## src/rtl/dacbank_pkg.sv

```systemverilog
package dacbank_pkg;
  localparam int unsigned ADDR_W = 4;
  localparam logic [ADDR_W-1:0] ADDR_CTRL0     = 4'd8;
  localparam logic [ADDR_W-1:0] ADDR_CTRL1     = 4'd9;
  localparam logic [ADDR_W-1:0] ADDR_PRESET    = 4'd10;
  localparam logic [ADDR_W-1:0] ADDR_PAIR_BASE = 4'd12;
  localparam int unsigned CTRL0_W = 5;
  localparam int unsigned C0_TWOS  = 0;
  localparam int unsigned C0_REF_LO = 1;
  localparam int unsigned C0_REF_HI = 2;
  localparam int unsigned C0_CHAIN = 3;
  localparam int unsigned C0_PD_ALL = 4;
endpackage

```

## src/rtl/dacbank_decode.sv

```systemverilog
module dacbank_decode
  import dacbank_pkg::*;
#(
  parameter int CODE_W = 12,
  parameter int NUM_CH = 8
) (
  input  logic                     wr_en,
  input  logic [ADDR_W+CODE_W-1:0] word,
  input  logic                     twos_mode,
  output logic [NUM_CH-1:0]        ch_we,
  output logic [CODE_W-1:0]        ch_data [NUM_CH],
  output logic                     ctrl0_we,
  output logic                     ctrl1_we,
  output logic                     preset_we,
  output logic [CODE_W-1:0]        raw_data
);
  localparam int PAIRS = NUM_CH / 2;
  localparam logic [CODE_W-1:0] SIGN_MASK = {1'b1, {(CODE_W-1){1'b0}}};

  logic [ADDR_W-1:0] addr;
  logic [CODE_W-1:0] conv;

  assign addr     = word[ADDR_W+CODE_W-1:CODE_W];
  assign raw_data = word[CODE_W-1:0];
  assign conv     = twos_mode ? (raw_data ^ SIGN_MASK) : raw_data;

  assign ctrl0_we  = wr_en && (addr == ADDR_CTRL0);
  assign ctrl1_we  = wr_en && (addr == ADDR_CTRL1);
  assign preset_we = wr_en && (addr == ADDR_PRESET);

  always_comb begin
    for (int i = 0; i < NUM_CH; i++) begin
      ch_data[i] = conv;
      ch_we[i]   = wr_en && (addr == ADDR_W'(i));
    end
    for (int p = 0; p < PAIRS; p++) begin
      if (wr_en && (addr == ADDR_PAIR_BASE + ADDR_W'(p))) begin
        ch_we[2*p]     = 1'b1;
        ch_we[2*p+1]   = 1'b1;
        ch_data[2*p+1] = ~conv;
      end
    end
  end
endmodule

```

## src/rtl/dacbank_chan.sv

```systemverilog
module dacbank_chan #(
  parameter int CODE_W = 12
) (
  input  logic              clk,
  input  logic              rst_n,
  input  logic              we,
  input  logic [CODE_W-1:0] din,
  input  logic              load_n,
  input  logic              preset_n,
  input  logic [CODE_W-1:0] preset_val,
  output logic [CODE_W-1:0] in_code,
  output logic [CODE_W-1:0] code
);
  logic [CODE_W-1:0] in_q, in_d;
  logic [CODE_W-1:0] out_q, out_d;

  always_comb begin
    in_d  = we ? din : in_q;
    out_d = load_n ? out_q : in_q;
  end

  always_ff @(posedge clk or negedge rst_n) begin
    if (!rst_n) begin
      in_q  <= '0;
      out_q <= '0;
    end else begin
      in_q  <= in_d;
      out_q <= out_d;
    end
  end

  assign in_code = in_q;
  assign code    = preset_n ? out_q : preset_val;

  p_latch_hold_r4: assert property (@(posedge clk) disable iff (!rst_n)
    load_n |=> $stable(out_q));
  p_latch_follow_r4: assert property (@(posedge clk) disable iff (!rst_n)
    !load_n |=> (out_q == $past(in_q)));
  p_idle_keeps_r6: assert property (@(posedge clk) disable iff (!rst_n)
    !we |=> $stable(in_q));
endmodule

```

## src/rtl/dac_regbank.sv

```systemverilog
module dac_regbank
  import dacbank_pkg::*;
#(
  parameter int CODE_W = 12,
  parameter int NUM_CH = 8
) (
  input  logic                       clk,
  input  logic                       rst_n,
  input  logic                       wr_en,
  input  logic [ADDR_W+CODE_W-1:0]   wr_word,
  input  logic                       load_n,
  input  logic                       preset_n,
  output logic [NUM_CH*CODE_W-1:0]   code_out,
  output logic [NUM_CH-1:0]          ch_enable,
  output logic [NUM_CH-1:0]          ch_fast,
  output logic [1:0]                 ref_sel,
  output logic                       chain_en
);
  localparam int PAIRS   = NUM_CH / 2;
  localparam int CTRL1_W = 2 * PAIRS;

  logic [1:0] rst_sync;
  logic       rst_int_n;

  always_ff @(posedge clk or negedge rst_n) begin
    if (!rst_n) rst_sync <= 2'b00;
    else        rst_sync <= {rst_sync[0], 1'b1};
  end
  assign rst_int_n = rst_sync[1];

  logic [NUM_CH-1:0] ch_we;
  logic [CODE_W-1:0] ch_data [NUM_CH];
  logic              ctrl0_we, ctrl1_we, preset_we;
  logic [CODE_W-1:0] raw_data;

  logic [CTRL0_W-1:0] ctrl0_q, ctrl0_d;
  logic [CTRL1_W-1:0] ctrl1_q, ctrl1_d;
  logic [CODE_W-1:0]  preset_q, preset_d;
  logic [NUM_CH*CODE_W-1:0] in_flat;

  dacbank_decode #(.CODE_W(CODE_W), .NUM_CH(NUM_CH)) u_decode (
    .wr_en     (wr_en),
    .word      (wr_word),
    .twos_mode (ctrl0_q[C0_TWOS]),
    .ch_we     (ch_we),
    .ch_data   (ch_data),
    .ctrl0_we  (ctrl0_we),
    .ctrl1_we  (ctrl1_we),
    .preset_we (preset_we),
    .raw_data  (raw_data)
  );

  always_comb begin
    ctrl0_d  = ctrl0_we  ? raw_data[CTRL0_W-1:0] : ctrl0_q;
    ctrl1_d  = ctrl1_we  ? raw_data[CTRL1_W-1:0] : ctrl1_q;
    preset_d = preset_we ? raw_data              : preset_q;
  end

  always_ff @(posedge clk or negedge rst_int_n) begin
    if (!rst_int_n) begin
      ctrl0_q  <= '0;
      ctrl1_q  <= '0;
      preset_q <= '0;
    end else begin
      ctrl0_q  <= ctrl0_d;
      ctrl1_q  <= ctrl1_d;
      preset_q <= preset_d;
    end
  end

  for (genvar i = 0; i < NUM_CH; i++) begin : g_ch
    dacbank_chan #(.CODE_W(CODE_W)) u_chan (
      .clk        (clk),
      .rst_n      (rst_int_n),
      .we         (ch_we[i]),
      .din        (ch_data[i]),
      .load_n     (load_n),
      .preset_n   (preset_n),
      .preset_val (preset_q),
      .in_code    (in_flat[i*CODE_W +: CODE_W]),
      .code       (code_out[i*CODE_W +: CODE_W])
    );
    assign ch_enable[i] = ~(ctrl0_q[C0_PD_ALL] | ctrl1_q[PAIRS + i/2]);
    assign ch_fast[i]   = ctrl1_q[i/2];
  end

  assign ref_sel  = {ctrl0_q[C0_REF_HI], ctrl0_q[C0_REF_LO]};
  assign chain_en = ctrl0_q[C0_CHAIN];

  p_reserved_ignored_r6: assert property (@(posedge clk) disable iff (!rst_int_n)
    (wr_en && wr_word[ADDR_W+CODE_W-1:CODE_W] == 4'd11)
      |=> ($stable(ctrl0_q) && $stable(ctrl1_q) && $stable(preset_q) && $stable(in_flat)));

  for (genvar p = 0; p < PAIRS; p++) begin : g_pair_chk
    p_pair_complement_r2: assert property (@(posedge clk) disable iff (!rst_int_n)
      (wr_en && wr_word[ADDR_W+CODE_W-1:CODE_W] == ADDR_PAIR_BASE + ADDR_W'(p))
        |=> (in_flat[(2*p)*CODE_W +: CODE_W] == ~in_flat[(2*p+1)*CODE_W +: CODE_W]));
  end
endmodule

```

## config.mk

```make
export PLATFORM = sky130hd
export DESIGN_NAME = dac_regbank
export DESIGN_NICKNAME = d
export VERILOG_FILES = /design/src/rtl/dacbank_pkg.sv /design/src/rtl/dacbank_decode.sv /design/src/rtl/dacbank_chan.sv /design/src/rtl/dac_regbank.sv
export SDC_FILE = /design/constraint.sdc
export NUM_CORES = 1
export LEC_CHECK = 0
export BUFFER_PORTS_ARGS = -buffer_cell sky130_fd_sc_hd__buf_4
export CAP_MARGIN = 15
export CORE_MARGIN = 2
export CORE_UTILIZATION = 50
export CTS_CLUSTER_DIAMETER = 40
export DETAILED_ROUTE_END_ITERATION = 8
export HOLD_SLACK_MARGIN = 0.05
export MAX_ROUTING_LAYER = met4
export PLACE_DENSITY = 0.69
export SLEW_MARGIN = 30
export SYNTH_ARGS = -nofsm -noshare
export SYNTH_HDL_FRONTEND = slang
export SYNTH_SLANG_ARGS = --single-unit
```

## constraint.sdc

```tcl
create_clock -name clk -period 16.2 [get_ports clk]
set_input_delay 2.43 -clock clk [delete_from_list [all_inputs] [get_ports clk]]
set_output_delay 2.43 -clock clk [all_outputs]
set_load 0.02 [all_outputs]
```

==> results.yml, run 1 <==
synthesis:
  synth_nets: 928
  synthSimpleGateAreaFrac_pct: 10.8
  synth_top_family_by_area: "multiplexers"
  ys_seq_area_share_pct: 54.9
  avgSynthCellArea_um2: 11.0
  synth_fa_ha_area_share_pct: 0
  yosysWarnings: 0
  synthCells: 907
  synthDistinctLibCells: 35
  ys_seq_elements: 219
  synth-compound-area-share_pct: 8.92
  synth_area_mm2: 0.00998
  synth_xor_area_share_pct: 1.49
  yosys-mux-area-fraction_pct: 19.2
timing:
  grt_setup_unrepaired: "no"
  max_freq_ghz: 0.151
  setup_viol: 0
  tns_ns: 0
  fin_skew_ns: 0.0127
  fin_crit_ns: 6.62
  slew_viol_final: 0
  relSlewSlack_pct: 35.8
  finalHoldViolations: 0
  period_share_pct: 40.9
  worst_slew_pin_slew_ns: 0.959
global_routing:
  grt_pass1_vias: 7289
  grt_first_pass_wirelength_mm: 41.2
  grt-ovfl-total: 0
  antenna_found_initial: 0
  grt_max_degree: 109
  track_usage_pct: 25.7
run_status:
  outcome: "completed"
die:
  die_h_um: 145
  start_util_pct: 51.1
  die_w_um: 145
  rows: 51
  core_area_mm2: 0.0195
  io_pins: 136
  dieArea_mm2: 0.0211
clock_tree:
  cts_setup_buffers: 0
  clk_latency_ns: 0.50
  clk_path_buf_depth: 3
  cts.sink_count: 219
  cts_tree: "yes"
  cts_root_buffer: "clkbuf_16"
  postCtsHoldBufs: 0
  htreeDepth: 2
  cts_buffers: 34
  clk_pin_slew_ns: 0.05
  ctsResizeCount: 0
placement:
  place_congestion: 0.787
  io_buffers: 135
  dp_hpwl_mm: 15.4
worst_setup_path:
  critical_path_class: "in -> out"
  arrival_ns: 4.19
  path_cells: "buf_6 -> nand2b_1 -> nand2_1 -> buf_4"
  ff2ff_path_depth: 2
  cpPeakStageDelay_ns: 0.73
  worst-path-max-fanout: 108
  cp-start-kind: "input port"
  critPathRequiredTime_ns: 13.77
  end_kind: "primary output"
  slowest_stage: "nand2b_1"
  r2r_start: "rst_sync[1]"
  reg2reg_to: "g_ch[7].u_chan.in_code[11]"
  ff2ff_setup_slack_ns: 14.66
drt:
  drt_iter0_markers: 693
  routed_wl_mm: 26.4
  vias: 7187
  drc: 0
  via_per_inst: 5.61
  wl_per_cell_um: 20.6
  ant_nets: 0
  first_pass_iters: 5
final_layout:
  syn2layout_area_growth_pct: 21.5
  drive_gt1_share_pct: 37.5
  utilization_pct: 62.1
  fill_cells: 1571
  antenna_cells: 0
  final_net_count: 1011
worst_hold_path:
  hold_class: "reg -> async"
pwr:
  ir_drop_mv: 0.101
  p_leak_uw: 0.00556
  p_per_area_mw_per_mm2: 161
flow_run:
  cap_violations: 0
-- per-layer routing --
layer  global-route usage (%)  routed length [um]  vias to the layer above
li1                         -                   -                     3268
met1                     35.1               11800                     3601
met2                     39.2               12300                      259
met3                     4.25                1520                       59
met4                     9.41                 766                        0
met5                        -                   0                        -
-- sequential cells by signal (all words and copies together), names as in the netlist --
signal               flops
ctrl0_q                  5
rst_sync                 2
preset_q                12
ctrl1_q                  8
g_ch.u_chan.out_q       96
g_ch.u_chan.in_code     96
-- cell type report --
class / count / area (um2) / share of cell area, %
clock buffers: 46 / 1030 / 8.50
clock inverters: 15 / 124 / 1.02
multi-input cells: 591 / 4040 / 33.3
repair buffers: 144 / 1110 / 9.18
flip-flops and latches: 219 / 5480 / 45.2
well taps: 265 / 332 / 2.74
-- per-stage QoR --
step,hold slack (ns),worst slack [ns],total power (uW),instances,cell area (um2)
after floorplan,0.331,9.65,1080,907,9980
after global placement,0.339,9.36,1230,1218,10900
after detailed placement,0.336,9.57,1240,1218,10900
after CTS,0.355,9.56,1970,1279,12100
after global routing,0.290,9.48,2050,1280,12100
final,0.255,9.58,1950,1280,12100
-- how the worst max path moves through the flow --
stage                start      endpoint  slack, ns  cells after the start
2_1_floorplan  rst_sync[1]    ctrl0_q[0]       9.65                      0
3_3_place_gp      preset_n  code_out[30]       9.36                      4
3_5_place_dp      preset_n  code_out[30]       9.57                      4
4_1_cts           preset_n  code_out[30]       9.56                      4
5_1_grt           preset_n  code_out[30]       9.48                      4
6_report          preset_n  code_out[30]       9.58                      4
-- Yosys cell counts (all sizes together) --
cell type / number / area share (%)
dfrtp: 219 / 55
clkbuf: 51 / 1.9
o21ba: 2 / 0.20
o21ai: 78 / 3.9
nand3b: 2 / 0.15
buf: 46 / 2.8
nor3: 5 / 0.30
and3: 1 / 0.063
nand2b: 15 / 0.94
or3b: 1 / 0.088
nand2: 206 / 7.8
conb: 1 / 0.038
nand4: 1 / 0.063
o31ai: 2 / 0.15
xnor2: 13 / 1.1
nor2: 9 / 0.36
a21oi: 33 / 1.7
xor2: 4 / 0.35
and4b: 1 / 0.10
or2: 5 / 0.34
a32oi: 33 / 2.9
nand3: 4 / 0.20
nor3b: 1 / 0.13
nor4b: 1 / 0.15
a311o: 1 / 0.10
mux2: 170 / 19
nor2b: 2 / 0.13
-- critical path, delay by kind of cell --
family	cells	cell delay [ns]
buffers and inverters	2	0.78
AND/OR/NAND/NOR	2	0.91
-- cell usage in the layout, fill, tap and decap left out, types with 13 or more instances in the layout --
master     count
o21ai_0       77
xnor2_1       13
a32oi_1       33
dfrtp_1      218
nand2_1      206
mux2_2       169
a21oi_1       33
buf_4        140
clkbuf_16     37
nand2b_1      15
-- power breakdown --
part	switching (uW)	internal, uW
clock	256	463
combinational	250	217
sequential	77.9	690
-- cells by family (layout without fill, tap and decap cells) --
logic type | Yosys count | count (layout)
mux | 170 | 170
simple gates | 254 | 254
other cells | 1 | 1
compound gates | 149 | 149
flops | 219 | 219
buf+inv | 97 | 205
xor+xnor | 17 | 17
Note: power is estimated with default switching activity, not from simulation.
==> run 2, diff against run 1 <==
PLACE_DENSITY = 0.72   (was 0.69)
clock period = 5.8 ns   (was 16.2 ns; I/O delays follow)
==> run 2 against run 1 <==
Compared with the run above:
- clock skew is 0.0065 ns higher
- setup slack lost 7.3 ns
- non-clock buffer count shrank 2
- power rose to 2.7 times the previous value
- via count grew 1.2%
- clock power increased to 2.6 times the previous value
- die area unchanged
- combinational power rose to 2.8 times the previous value
- critical endpoint is now code_out[29]
==> results.yml, run 2 (synthesis gave the netlist of run 1 again) <==
run_status:
  outcome: "completed"
global_routing:
  grt_max_degree: 143
  grt_first_pass_wirelength_mm: 40.8
  track_usage_pct: 25.2
  antenna_found_initial: 0
  grt_pass1_vias: 7108
  grt-ovfl-total: 0
clock_tree:
  cts.sink_count: 219
  cts_setup_buffers: 0
  postCtsHoldBufs: 0
  cts_root_buffer: "clkbuf_16"
  cts_buffers: 29
  ctsResizeCount: 0
  cts_tree: "yes"
  clk_path_buf_depth: 3
  htreeDepth: 1
  clk_latency_ns: 0.54
  clk_pin_slew_ns: 0.06
timing:
  slew_viol_final: 0
  worst_slew_pin_slew_ns: 0.966
  setup_viol: 0
  fin_skew_ns: 0.0193
  finalHoldViolations: 0
  worst_slack_ns: 2.33
  fin_hold_ws_ns: 0.119
  max_freq_ghz: 0.288
  grt_setup_unrepaired: "no"
  relSlewSlack_pct: 35.6
  fin_crit_ns: 3.47
  tns_ns: 0
  period_share_pct: 59.8
worst_setup_path:
  arrival_ns: 2.60
  ff2ff_path_depth: 3
  reg2reg_to: "g_ch[5].u_chan.in_code[11]"
  path_cells: "buf_4 -> nand2b_1 -> nand2_1 -> buf_4"
  critical_path_class: "in -> out"
  critPathRequiredTime_ns: 4.93
  end_kind: "primary output"
  crit_path_frequent_cell: "buf_4"
  slowest_stage: "nand2b_1"
  cp-start-kind: "input port"
  crit_buf_inv: 2
  worst-path-max-fanout: 63
  ff2ff_setup_slack_ns: 4.30
  r2r_start: "ctrl0_q[0]"
  cpPeakStageDelay_ns: 0.84
  crit_family: "simple AND/OR/NAND/NOR gates"
drt:
  wl_per_cell_um: 20.4
  drt_iter0_markers: 754
  first_pass_iters: 5
  ant_nets: 0
  via_per_inst: 5.72
  routed_wl_mm: 26.0
  drc: 0
  vias: 7276
pwr:
  power_frac_clock_pct: 35.0
  p_int_uw: 3690
  p_leak_uw: 0.00548
  power_switching_uw: 1610
  ir_drop_mv: 0.308
  seqPwrFrac_pct: 40.4
  combPwrFrac_pct: 24.6
  swShare_pct: 30.4
  p_per_area_mw_per_mm2: 442
die:
  io_pins: 136
  core_area_mm2: 0.0195
  die_h_um: 145
  dieArea_mm2: 0.0211
  rows: 51
  die_w_um: 145
  start_util_pct: 51.1
worst_hold_path:
  hold_class: "in -> async"
final_layout:
  layout_commonest_cell: "dfrtp_1"
  fill_cells: 1638
  mostFrequentLayoutCells: "dfrtp_1 (218), nand2_1 (206), mux2_2 (169)"
  seq_area_mm2: 0.00548
  syn2layout_area_growth_pct: 20.2
  fin_area_mm2: 0.0120
  final_net_count: 1004
  layoutNonFillerInstCount: 1271
  antenna_cells: 0
  multiInputGateArea_mm2: 0.00405
  drive_gt1_share_pct: 37.1
flow_run:
  cap_violations: 0
placement:
  io_buffers: 135
  pre_cts_slack_ns: 2.34
  dp_hpwl_mm: 15.8
  dpl_cell_area_mm2: 0.0109
  place_congestion: 0.786
  dp.cells: 1216
## run 2: cell type report
type | instances | area share, %
Sequential cell | 219 | 45.7
Multi-Input combinational cell | 591 | 33.8
Timing Repair Buffer | 142 | 9.16
Clock buffer | 35 | 6.57
Tap cell | 265 | 2.77
Clock inverter | 19 | 2.00
## run 2: power groups by stage
stage | logic (uW) | clock network [uW] | registers, uW
final | 1310 | 1860 | 2140
after detailed placement | 1300 | 0 | 2170
after global routing | 1400 | 1960 | 2190
after global placement | 1270 | 0 | 2150
after CTS | 1310 | 1880 | 2150
after floorplan | 898 | 0 | 2110
## run 2: worst max path at each step
stage           startpoint      endpoint  slack, ns  cells past startpoint
2_1_floorplan  rst_sync[1]    ctrl0_q[0]       2.20                      0
3_3_place_gp      preset_n  code_out[65]       2.34                      4
3_5_place_dp      preset_n  code_out[41]       2.34                      4
4_1_cts           preset_n  code_out[29]       2.35                      4
5_1_grt           preset_n  code_out[59]       2.28                      5
6_report          preset_n  code_out[29]       2.33                      4
## run 2: routing by layer
metal | vias up | GRT usage, % | wire [um]
li1 | 3260 | - | -
met1 | 3705 | 34.8 | 11300
met2 | 264 | 39.0 | 12400
met3 | 47 | 4.50 | 1620
met4 | 0 | 6.62 | 652
met5 | - | - | 0
## run 2: through the flow
step           util, %  total power, uW
6_report          61.4             5300
3_3_place_gp      55.9             3420
5_1_grt           61.4             5550
2_1_floorplan        -             3010
4_1_cts           61.2             5340
3_5_place_dp      56.0             3470
==> run 3, diff against run 2 <==
clock period = 3.1 ns   (was 5.8 ns; I/O delays follow)
==> run 3 against run 2 <==
Compared with the run above:
- via count is 0.19% higher
- sequential share of layout area is 0.28 points lower
- flip-flop and latch count is the same
- utilization rose by 0.38 points
- critical endpoint is now code_out[65]
==> results.yml, run 3 (synthesis gave the netlist of run 1 again) <==
run_status:
  outcome: "completed"
worst_setup_path:
  cp-start-kind: "flop"
  r2r_start: "ctrl0_q[0]"
  ff2ff_path_depth: 3
  critPathRequiredTime_ns: 2.63
  crit_buf_inv: 1
  arrival_ns: 1.89
  end_kind: "primary output"
  path_cells: "nand2b_1 -> nand2_1 -> buf_4"
  ff2ff_setup_slack_ns: 1.58
  slowest_stage: "nand2b_1"
  cpPeakStageDelay_ns: 0.54
  reg2reg_to: "g_ch[5].u_chan.in_code[11]"
  critical_path_class: "reg -> out"
  worst-path-max-fanout: 8
  crit_family: "simple AND/OR/NAND/NOR gates"
pwr:
  power_switching_uw: 3010
  ir_drop_mv: 0.447
  swShare_pct: 30.6
  power_frac_clock_pct: 34.2
  p_leak_uw: 0.00553
  seqPwrFrac_pct: 40.8
  p_int_uw: 6830
  combPwrFrac_pct: 25.0
  p_total_uw: 9840
  p_per_area_mw_per_mm2: 816
final_layout:
  fin_area_mm2: 0.0121
  antenna_cells: 0
  layout_commonest_cell: "dfrtp_1"
  final_net_count: 1018
  mostFrequentLayoutCells: "dfrtp_1 (218), nand2_1 (206), mux2_2 (169)"
  utilization_pct: 61.8
  drive_gt1_share_pct: 37.5
  syn2layout_area_growth_pct: 20.9
timing:
  tns_ns: 0
  finalHoldViolations: 0
  grt_setup_unrepaired: "no"
  relSlewSlack_pct: 40.1
  fin_crit_ns: 2.36
  period_share_pct: 76.0
  fin_skew_ns: 0.0160
  slew_viol_final: 0
  worst_slew_pin_slew_ns: 0.897
  setup_viol: 0
  max_freq_ghz: 0.424
clock_tree:
  cts_buffers: 28
  clk_latency_ns: 0.53
  cts_root_buffer: "clkbuf_16"
  clk_pin_slew_ns: 0.06
  cts.sink_count: 219
  htreeDepth: 1
  clk_path_buf_depth: 3
  cts_tree: "yes"
global_routing:
  grt_first_pass_wirelength_mm: 41.6
  grt_pass1_vias: 7262
  antenna_found_initial: 0
  grt-ovfl-total: 0
  grt_max_degree: 84
  track_usage_pct: 25.7
drt:
  drt_iter0_markers: 585
  via_per_inst: 5.68
  first_pass_iters: 5
  routed_wl_mm: 26.3
  ant_nets: 0
  vias: 7290
  drc: 0
  wl_per_cell_um: 20.5
placement:
  dp_hpwl_mm: 16.3
  dpl_cell_area_mm2: 0.0111
  place_congestion: 0.815
  io_buffers: 135
die:
  start_util_pct: 51.1
  rows: 51
  die_h_um: 145
  io_pins: 136
  die_w_um: 145
  dieArea_mm2: 0.0211
  core_area_mm2: 0.0195
worst_hold_path:
  hold_class: "in -> async"
flow_run:
  cap_violations: 0
-- run 3: layout make-up --
cell class	instances	area [um2]
clock buffer	35	788
clock inverter	16	199
fill	1618	7460
multi-input combinational	591	4030
sequential	219	5480
tap	265	332
timing repair buffer	157	1230
-- run 3: timing repair --
action	in CTS	in global routing
buffers inserted	0	0
hold endpoints to repair	2	0
gates resized for setup	0	0
hold buffers	1	0
-- run 3: per-stage QoR --
stage | hold WS [ns] | instances | setup slack, ns
4_1_cts | 0.242 | 1283 | 0.764
6_report | 0.250 | 1283 | 0.744
3_5_place_dp | 0.251 | 1231 | 0.815
3_3_place_gp | 0.248 | 1231 | 0.844
2_1_floorplan | 0.169 | 907 | 0.879
5_1_grt | 0.241 | 1283 | 0.732
-- run 3: how the worst max path moves through the flow --
stage / start / to / cells after the start
2_1_floorplan: rst_sync[1] / ctrl0_q[0] / 0
3_3_place_gp: preset_n / code_out[65] / 4
3_5_place_dp: preset_n / code_out[65] / 4
4_1_cts: preset_q[5] / code_out[65] / 3
5_1_grt: preset_q[5] / code_out[65] / 3
6_report: preset_q[5] / code_out[65] / 3
-- run 3: power by group through the flow --
stage | Combinational [uW] | Clock, uW | Sequential, uW
after detailed placement | 2460 | 0 | 4050
after global routing | 2640 | 3560 | 4110
after CTS | 2470 | 3400 | 4010
after floorplan | 1680 | 0 | 3950
after global placement | 2400 | 0 | 4020
final | 2460 | 3370 | 4020
-- run 3: layer usage --
metal  track usage, %  part of all wire, %  vias to the layer above
met5                -                    0                        -
met4             7.06                  2.2                        0
met3             3.24                  6.2                       46
met2             40.0                   47                      265
met1             36.0                   45                     3682
li1                 -                    -                     3297
